`config.mk`:
```
export PLATFORM = sky130hd
export DESIGN_NAME = frame_period_meter
export DESIGN_NICKNAME = d
export VERILOG_FILES = /design/src/rtl/fpm_pkg.sv /design/src/rtl/fpm_tick_gen.sv /design/src/rtl/fpm_edge_sync.sv /design/src/rtl/fpm_period_meter.sv /design/src/rtl/fpm_regs.sv /design/src/rtl/frame_period_meter.sv
export SDC_FILE = /design/constraint.sdc
export NUM_CORES = 1
export LEC_CHECK = 0
export BUFFER_PORTS_ARGS = -buffer_cell sky130_fd_sc_hd__buf_2
export CAP_MARGIN = 20
export CELL_PAD_IN_SITES_DETAIL_PLACEMENT = 0
export CELL_PAD_IN_SITES_GLOBAL_PLACEMENT = 1
export CORE_UTILIZATION = 44
export CTS_CLUSTER_DIAMETER = 60
export DETAILED_ROUTE_END_ITERATION = 16
export PLACE_DENSITY = 0.81
export SLEW_MARGIN = 10
export SYNTH_ARGS = -nofsm -noshare
export SYNTH_HDL_FRONTEND = slang
export SYNTH_SLANG_ARGS = --single-unit
```
`constraint.sdc`:
```
create_clock -name clk -period 4.3 [get_ports clk]
set_clock_uncertainty 0.15 [all_clocks]
set_input_delay 0.86 -clock clk [delete_from_list [all_inputs] [get_ports clk]]
set_output_delay 0.86 -clock clk [all_outputs]
set_load 0.01 [all_outputs]
```
`src/rtl/fpm_pkg.sv`:
```
package fpm_pkg;

    typedef enum logic [1:0] {
        ST_IDLE = 2'd0,
        ST_RUN  = 2'd1,
        ST_SAT  = 2'd2
    } meter_state_t;

    localparam logic ADDR_HI = 1'b0;
    localparam logic ADDR_LO = 1'b1;

    localparam int BYTE_W = 8;

endpackage

```
`src/rtl/fpm_tick_gen.sv`:
```
module fpm_tick_gen #(
    parameter int TICK_DIV = 1600
) (
    input  logic clk,
    input  logic rst_n,
    input  logic clear,
    output logic tick
);
    localparam int DW = (TICK_DIV > 1) ? $clog2(TICK_DIV) : 1;
    localparam logic [DW-1:0] LAST = DW'(TICK_DIV - 1);

    logic [DW-1:0] div_q;

    assign tick = (div_q == LAST);

    always_ff @(posedge clk or negedge rst_n) begin
        if (!rst_n)          div_q <= '0;
        else if (clear)      div_q <= '0;
        else if (tick)       div_q <= '0;
        else                 div_q <= div_q + 1'b1;
    end

    generate
        if (TICK_DIV > 1) begin : g_spacing
            // ticks are never back to back when dividing
            a_r2_tick_spacing: assert property (@(posedge clk) disable iff (!rst_n)
                tick |=> !tick);
        end
    endgenerate

endmodule

```
`src/rtl/fpm_edge_sync.sv`:
```
module fpm_edge_sync (
    input  logic clk,
    input  logic rst_n,
    input  logic async_in,
    output logic rise
);
    logic [2:0] sh_q;

    always_ff @(posedge clk or negedge rst_n) begin
        if (!rst_n) sh_q <= '0;
        else        sh_q <= {sh_q[1:0], async_in};
    end

    assign rise = sh_q[1] & ~sh_q[2];

    // a detected edge is a single-cycle pulse
    a_r3_single_pulse: assert property (@(posedge clk) disable iff (!rst_n)
        rise |=> !rise);

endmodule

```
`src/rtl/fpm_period_meter.sv`:
```
module fpm_period_meter
    import fpm_pkg::*;
#(
    parameter int CNT_W = 13
) (
    input  logic             clk,
    input  logic             rst_n,
    input  logic             tick,
    input  logic             rise,
    output logic             cap_valid,
    output logic [CNT_W-1:0] cap_cnt,
    output logic             cap_ovf
);
    localparam logic [CNT_W-1:0] CNT_MAX = '1;

    meter_state_t     state_q, state_d;
    logic [CNT_W-1:0] cnt_q;
    logic             at_max;

    assign at_max = (cnt_q == CNT_MAX);

    always_comb begin
        state_d = state_q;
        unique case (state_q)
            ST_IDLE: if (rise) state_d = ST_RUN;
            ST_RUN: begin
                if (rise)                state_d = ST_RUN;
                else if (tick && at_max) state_d = ST_SAT;
            end
            ST_SAT:  if (rise) state_d = ST_RUN;
            default: state_d = ST_IDLE;
        endcase
    end

    always_ff @(posedge clk or negedge rst_n) begin
        if (!rst_n) state_q <= ST_IDLE;
        else        state_q <= state_d;
    end

    always_ff @(posedge clk or negedge rst_n) begin
        if (!rst_n)
            cnt_q <= '0;
        else if (rise)
            cnt_q <= '0;
        else if (state_q == ST_RUN && tick && !at_max)
            cnt_q <= cnt_q + 1'b1;
    end

    always_comb begin
        cap_valid = rise && (state_q != ST_IDLE);
        cap_cnt   = cnt_q;
        cap_ovf   = (state_q == ST_SAT);
    end

    // counter restarts after every detected edge
    a_r2_restart: assert property (@(posedge clk) disable iff (!rst_n)
        rise |=> (cnt_q == '0));
    // nothing is counted before the first reference edge
    a_r4_idle_zero: assert property (@(posedge clk) disable iff (!rst_n)
        (state_q == ST_IDLE) |-> (cnt_q == '0 && !cap_valid));
    // saturated count holds until the next edge
    a_r7_sat_hold: assert property (@(posedge clk) disable iff (!rst_n)
        (state_q == ST_SAT && !rise) |=> (cnt_q == CNT_MAX && state_q == ST_SAT));

endmodule

```
`src/rtl/fpm_regs.sv`:
```
module fpm_regs
    import fpm_pkg::*;
#(
    parameter int CNT_W = 13
) (
    input  logic              clk,
    input  logic              rst_n,
    input  logic              cap_valid,
    input  logic [CNT_W-1:0]  cap_cnt,
    input  logic              cap_ovf,
    input  logic              addr,
    input  logic              rd_en,
    input  logic              wr_en,
    input  logic [BYTE_W-1:0] wr_data,
    output logic [BYTE_W-1:0] rd_data,
    output logic [1:0]        clamp_width
);
    localparam int HI_W = CNT_W - BYTE_W;
    localparam int PAD  = BYTE_W - 1 - HI_W;

    logic              vof_q;
    logic [HI_W-1:0]   hi_cnt_q;
    logic [BYTE_W-1:0] hold_q;
    logic [BYTE_W-1:0] lo_q;
    logic [1:0]        cpw_q;
    logic              rd_hi, wr_hi;
    logic              unused_wr_bits;

    assign rd_hi = rd_en && (addr == ADDR_HI);
    assign wr_hi = wr_en && (addr == ADDR_HI);
    assign unused_wr_bits = ^{wr_data[7], wr_data[4:0]};

    always_ff @(posedge clk or negedge rst_n) begin
        if (!rst_n) begin
            vof_q    <= 1'b0;
            hi_cnt_q <= '0;
            hold_q   <= '0;
        end else if (cap_valid) begin
            vof_q    <= cap_ovf;
            hi_cnt_q <= cap_cnt[CNT_W-1:BYTE_W];
            hold_q   <= cap_cnt[BYTE_W-1:0];
        end
    end

    always_ff @(posedge clk or negedge rst_n) begin
        if (!rst_n)     lo_q <= '0;
        else if (rd_hi) lo_q <= hold_q;
    end

    always_ff @(posedge clk or negedge rst_n) begin
        if (!rst_n)     cpw_q <= '0;
        else if (wr_hi) cpw_q <= wr_data[6:5];
    end

    assign rd_data     = (addr == ADDR_HI) ? {vof_q, {PAD{1'b0}}, hi_cnt_q} : lo_q;
    assign clamp_width = cpw_q;

    // a capture lands in the high register on the next cycle
    a_r5_capture: assert property (@(posedge clk) disable iff (!rst_n)
        cap_valid |=> (hi_cnt_q == $past(cap_cnt[CNT_W-1:BYTE_W]) && vof_q == $past(cap_ovf)));
    // the low register only moves on a high read
    a_r6_lo_hold: assert property (@(posedge clk) disable iff (!rst_n)
        !rd_hi |=> $stable(lo_q));
    // clamp field only changes on a high write
    a_r8_cpw_hold: assert property (@(posedge clk) disable iff (!rst_n)
        !wr_hi |=> $stable(cpw_q));

endmodule

```
`src/rtl/frame_period_meter.sv`:
```
module frame_period_meter #(
    parameter int TICK_DIV = 1600,
    parameter int CNT_W    = 13
) (
    input  logic       clk,
    input  logic       rst_n,
    input  logic       vsync,
    input  logic       addr,
    input  logic       rd_en,
    input  logic       wr_en,
    input  logic [7:0] wr_data,
    output logic [7:0] rd_data,
    output logic [1:0] clamp_width
);
    logic             rise;
    logic             tick;
    logic             cap_valid;
    logic             cap_ovf;
    logic [CNT_W-1:0] cap_cnt;

    fpm_edge_sync u_sync (
        .clk      (clk),
        .rst_n    (rst_n),
        .async_in (vsync),
        .rise     (rise)
    );

    fpm_tick_gen #(.TICK_DIV(TICK_DIV)) u_tick (
        .clk   (clk),
        .rst_n (rst_n),
        .clear (rise),
        .tick  (tick)
    );

    fpm_period_meter #(.CNT_W(CNT_W)) u_meter (
        .clk       (clk),
        .rst_n     (rst_n),
        .tick      (tick),
        .rise      (rise),
        .cap_valid (cap_valid),
        .cap_cnt   (cap_cnt),
        .cap_ovf   (cap_ovf)
    );

    fpm_regs #(.CNT_W(CNT_W)) u_regs (
        .clk         (clk),
        .rst_n       (rst_n),
        .cap_valid   (cap_valid),
        .cap_cnt     (cap_cnt),
        .cap_ovf     (cap_ovf),
        .addr        (addr),
        .rd_en       (rd_en),
        .wr_en       (wr_en),
        .wr_data     (wr_data),
        .rd_data     (rd_data),
        .clamp_width (clamp_width)
    );

    // the clamp field can never leave reset non-zero
    a_r1_reset_clamp: assert property (@(posedge clk) $rose(rst_n) |-> (clamp_width == 2'b00));

endmodule

```
* Yosys cells after proc, flatten, opt, wreduce, memory -nomap -nowiden
Cells that the tools add are included.
** Cells by class
- Add/sub/neg operators :: 2
- Multiply operators :: 0
- Divide/modulo/power cells :: 0
- $lt $le $gt $ge :: 0
- Eq/ne operators :: 6
- Shift operators :: 0
- Muxes and demuxes :: 9
- Bitwise logic cells :: 3
- Reductions and logical operators :: 12
** Operators with widths (number)
- 2-to-1 mux 13 bit :: 2
- 2-to-1 mux 11 bit :: 2
- adder 13 x 1 -> 13 bit, second input constant :: 1
- == test 13 bit, second input constant :: 1
- adder 11 x 1 -> 11 bit, second input constant :: 1
- == test 11 bit, second input constant :: 1
- 2-to-1 mux 8 bit :: 1
- logical AND 1 bit :: 6
- 2-to-1 mux 2 bit :: 3
- one-hot mux 2 bit (2 select lines) :: 1
- nonzero test 2 bit :: 2
- inequality test 3 x 1 -> 1 bit, second input constant :: 1
- == test 2 x 1 -> 1 bit, second input constant :: 1
- == test 2 bit, second input constant :: 1
- logical NOT 2 bit :: 1
- inequality test 2 x 1 -> 1 bit, second input constant :: 1
- inverter 1 bit :: 2
- AND reduction 2 bit :: 1
- OR reduction 2 bit :: 1
- AND 1 bit :: 1
- logical NOT 1 bit :: 1
** Word-level totals
- Register bits after elaboration :: 53
- Bits in latches :: 0
- Bits in writable memories :: 0
- Bits in read-only memories :: 0
- Input bits :: 14
- Output and inout port bits :: 10
- Logic and storage cells :: 41
- Memories :: 0

* Logic depth before layout (Yosys ltp)
- Word-level depth :: 5
- Depth in mapped cells :: 7
- Depth with buffers taken out :: 5

* Cells and area by module
Synthesis repeated with hierarchy kept, for this count alone.
** Unflattened totals
- Cell total of the unflattened synthesis :: 209
- Area total of the unflattened synthesis :: 2547.4 µm²
** By module, submodules not included
- fpm_regs :: times used 1, cells an instance 61, area each 1026.0 µm², seq. area each 600.6 µm²
- fpm_period_meter :: times used 1, cells an instance 85, area each 833.3 µm², seq. area each 375.4 µm²
- fpm_tick_gen :: times used 1, cells an instance 59, area each 599.3 µm², seq. area each 275.3 µm²
- fpm_edge_sync :: times used 1, cells an instance 4, area each 88.8 µm², seq. area each 75.1 µm²

* Worst setup path after synthesis
No wires, ideal clock.
- Path type :: input to output
- Start point :: input port addr
- End point :: output port rd_data[0]
- Arrival :: 1.532 ns
- Setup slack :: 1.758 ns
- Cell stages on the path :: 2
- Cell sequence :: clkbuf_1 -> mux2_2
** On the way
- Cells in the longest elaborated chain, start to end :: 1
** Ends and longest elaborated chain
- start, declared :: RTL line frame_period_meter.sv:8 : input logic addr,
- 2-to-1 mux 8 bit :: RTL line fpm_regs.sv:55 : assign rd_data = (addr == ADDR_HI) ? {vof_q, {PAD{1'b0}}, hi_cnt_q} : lo_q;
- end, declared :: RTL line frame_period_meter.sv:12 : output logic [7:0] rd_data,
No other way between the ends.

* Worst setup path after layout
- Start point :: register u_tick.div_q[7]
- End point :: register u_meter.cnt_q[5], in the netlist u_meter.cap_cnt[5]
** On the way
- Cells in the longest elaborated chain, start to end :: 4
** Ends and longest elaborated chain
- start, declared :: RTL line fpm_tick_gen.sv:12 : logic [DW-1:0] div_q;
- start signal, assigned :: RTL line fpm_tick_gen.sv:20 : else div_q <= div_q + 1'b1;
- == test 11 bit :: RTL line fpm_tick_gen.sv:14 : assign tick = (div_q == LAST);
- logical AND 1 bit (2 in a row) :: RTL line fpm_period_meter.sv:45 : else if (state_q == ST_RUN && tick && !at_max)
- nonzero test 2 bit (no source line)
- end signal, assigned :: RTL line fpm_period_meter.sv:46 : cnt_q <= cnt_q + 1'b1;
- end, declared :: RTL line fpm_period_meter.sv:17 : logic [CNT_W-1:0] cnt_q;
No other way between the ends.
A chain may end at the register's enable or synchronous reset.

==> flow_summary.json <==
{
  "die_y_microns": 76.5,
  "wl_microns": 4430,
  "r2r_cells": 4,
  "cp_max_fo": 17,
  "worstHoldStart": "u_sync.sh_q[0]",
  "layout.nets": 241,
  "start_util_pct": 46.7,
  "final_cell_mix": "dfrtp_1, mux2_2, buf_2",
  "post_cts_resized": 0,
  "dr.pass1.iters": 4,
  "h-tree-depth": 2,
  "synthArstFlopShare_pct": 100,
  "cts-buffers-inserted": 5,
  "diodes": 0,
  "crit_type": "flop to flop",
  "avgSynthCellArea_sq_um": 11.7,
  "rsz0062_at_grt": "false",
  "synth_flop_cell": "dfrtp_1",
  "tns_ns": 0,
  "fin_crit_ns": 2.76,
  "hold_class": "flop to flop",
  "hold_depth": 0,
  "slew_headroom_pct": 31.5,
  "start_kind": "flop",
  "clk_pin_slew_worst_paths_ns": 0.09,
  "synth_edf_count": 0,
  "fmax_ghz": 0.362,
  "die_w_microns": 76.5,
  "synth-seq-cells": 53,
  "rows": 26,
  "dp_hpwl_microns": 3140,
  "drc_errors": 0,
  "timing.hold.ws_ns": 0.216,
  "grt_util_all_layers_pct": 16.6,
  "worstPathRequired_ns": 4.37,
  "areaGrowthSynthToFinish_pct": 9.22,
  "drt_iter0_drc": 62,
  "ant_nets": 0,
  "cts_buffer_depth": 2,
  "hold_buffers": 0,
  "clk_latency_ns": 0.30,
  "syn_nets": 225,
  "setup_violations": 0,
  "drive_gt1_share_pct": 25.7,
  "syn_area_sq_um": 2440,
  "wl_per_cell_microns": 15.0,
  "rrSetupSlack_ns": 1.54,
  "hold_viol": 0,
  "p_leak_nw": 1.26,
  "grt_pass1_vias": 1640,
  "grt_pass1_wl_microns": 7850,
  "via_count": 1667,
  "end_kind": "flop",
  "min_to": "u_sync.sh_q[1]",
  "num_io_pins": 24,
  "place_congestion": 0.719,
  "antenna_found_initial": 0,
  "final_common_cell": "dfrtp_1",
  "r2r_start": "u_tick.div_q[7]",
  "ys_types": 38,
  "viasPerCell": 5.63,
  "cp_data_arrival_time_ns": 2.84,
  "drv_cap": 0,
  "worst_pin_slew_ns": 1.02,
  "r2r_end": "u_meter.cap_cnt[5]",
  "total_power_mw": 0.866,
  "status": "finished clean",
  "synth_seq_area_share_pct": 54.3,
  "netlist_instances": 209,
  "core_sq_um": 5240,
  "yosys_warnings": 0,
  "grt_max_degree": 31,
  "cts_sinks": 53,
  "power-per-cell-area_nw_per_um2": 325,
  "cts_tree": "yes",
  "irDropWorstVdd_uv": 205,
  "root_buffer": "clkbuf_8",
  "postCtsSetupRepairBufs": 0,
  "portBuffers": 17,
  "drv_slew": 0,
  "overflow": 0,
  "die_area_sq_um": 5860,
  "finalCritPeriodShare_pct": 64.2
}
final cells by class:
cell class,instances,area (sq um)
Timing Repair Buffer,19,100
Clock inverter,2,13.8
Fill cell,462,2570
Multi-Input combinational cell,145,1060
Inverter,1,3.75
Sequential cell,53,1330
Tap cell,70,87.6
Clock buffer,6,72.6
critical path, cell delays in order (launching register included):
cell	delay [ns]
dfrtp_1	0.45
or4b_4	0.58
or4_1	0.76
or4_1	0.59
a21oi_1	0.15
cells in the mapped netlist (2+ instances only):
library cell	n	share of area [%]
dfrtp_1	53	54
mux2_2	29	13
a21oi_1	14	2.9
nor2_1	12	1.8
nand3_1	10	2.0
nand2_1	8	1.2
or4_1	8	2.5
nand4_1	7	1.8
xor2_1	7	2.5
and4_1	6	2.2
clkbuf_1	6	0.92
o31ai_1	6	1.8
and3_1	5	1.3
and2_1	3	0.77
buf_2	3	0.61
nand2b_1	3	0.77
nor2b_1	3	0.77
ha_1	2	1.0
mux2i_1	2	0.82
nor4_1	2	0.51
o21ai_1	2	0.41
or3_1	2	0.51
through the flow:
step	cells	area [sq um]	worst slack, ns	utilization, %
6_report	296	2670	1.54	51.0
2_1_floorplan	209	2440	1.76	-
4_1_cts	295	2660	1.54	50.8
5_1_grt	296	2670	1.40	51.0
3_5_place_dp	287	2570	1.56	49.2
3_3_place_gp	287	2570	1.59	49.2
per-layer routing:
metal | up-vias | track usage, % | share of wire [%]
li1 | 803 | - | -
met1 | 840 | 23.7 | 49
met2 | 20 | 26.5 | 47
met3 | 4 | 2.87 | 2.2
met4 | 0 | 4.04 | 0.86
met5 | - | 0 | 0
report_power, final:
part / total, mW / switching, mW / leakage, nW / internal, mW
clock network: 0.273 / 0.156 / 0.0456 / 0.116
registers: 0.533 / 0.0183 / 0.719 / 0.515
logic: 0.0603 / 0.0353 / 0.499 / 0.0250
worst max path at each step:
| stage | startpoint | to | slack (ns) | cells past startpoint |
|---|---|---|---|---|
| global route | u_tick.div_q[7] | u_meter.cap_cnt[5] | 1.40 | 4 |
| detailed placement | u_tick.div_q[7] | u_meter.cap_cnt[7] | 1.56 | 4 |
| global placement | u_tick.div_q[7] | u_meter.cap_cnt[7] | 1.59 | 4 |
| floorplan | addr | rd_data[0] | 1.76 | 2 |
| finish | u_tick.div_q[7] | u_meter.cap_cnt[5] | 1.54 | 4 |
| CTS | u_tick.div_q[7] | u_meter.cap_cnt[5] | 1.54 | 4 |
registers in the layout, summed over array words and instances (netlist names):
signal / count
u_meter.cap_cnt: 13
u_tick.div_q: 11
u_regs.hold_q: 8
u_regs.lo_q: 8
u_regs.hi_cnt_q: 5
u_sync.sh_q: 3
u_meter.state_q: 2
u_regs.clamp_width: 2
u_regs.vof_q: 1
cell families after synthesis:
group	Yosys count	synth area share [%]
buffers and inverters	11	2.15
muxes	31	14.2
AOI/OAI and AO/OA	30	7.68
and+or+nand+nor	74	17.8
adders and majority gates	2	1.02
xor gates and xnor gates	8	2.87
DFF	53	54.3
(Power assumes the default switching activity.)
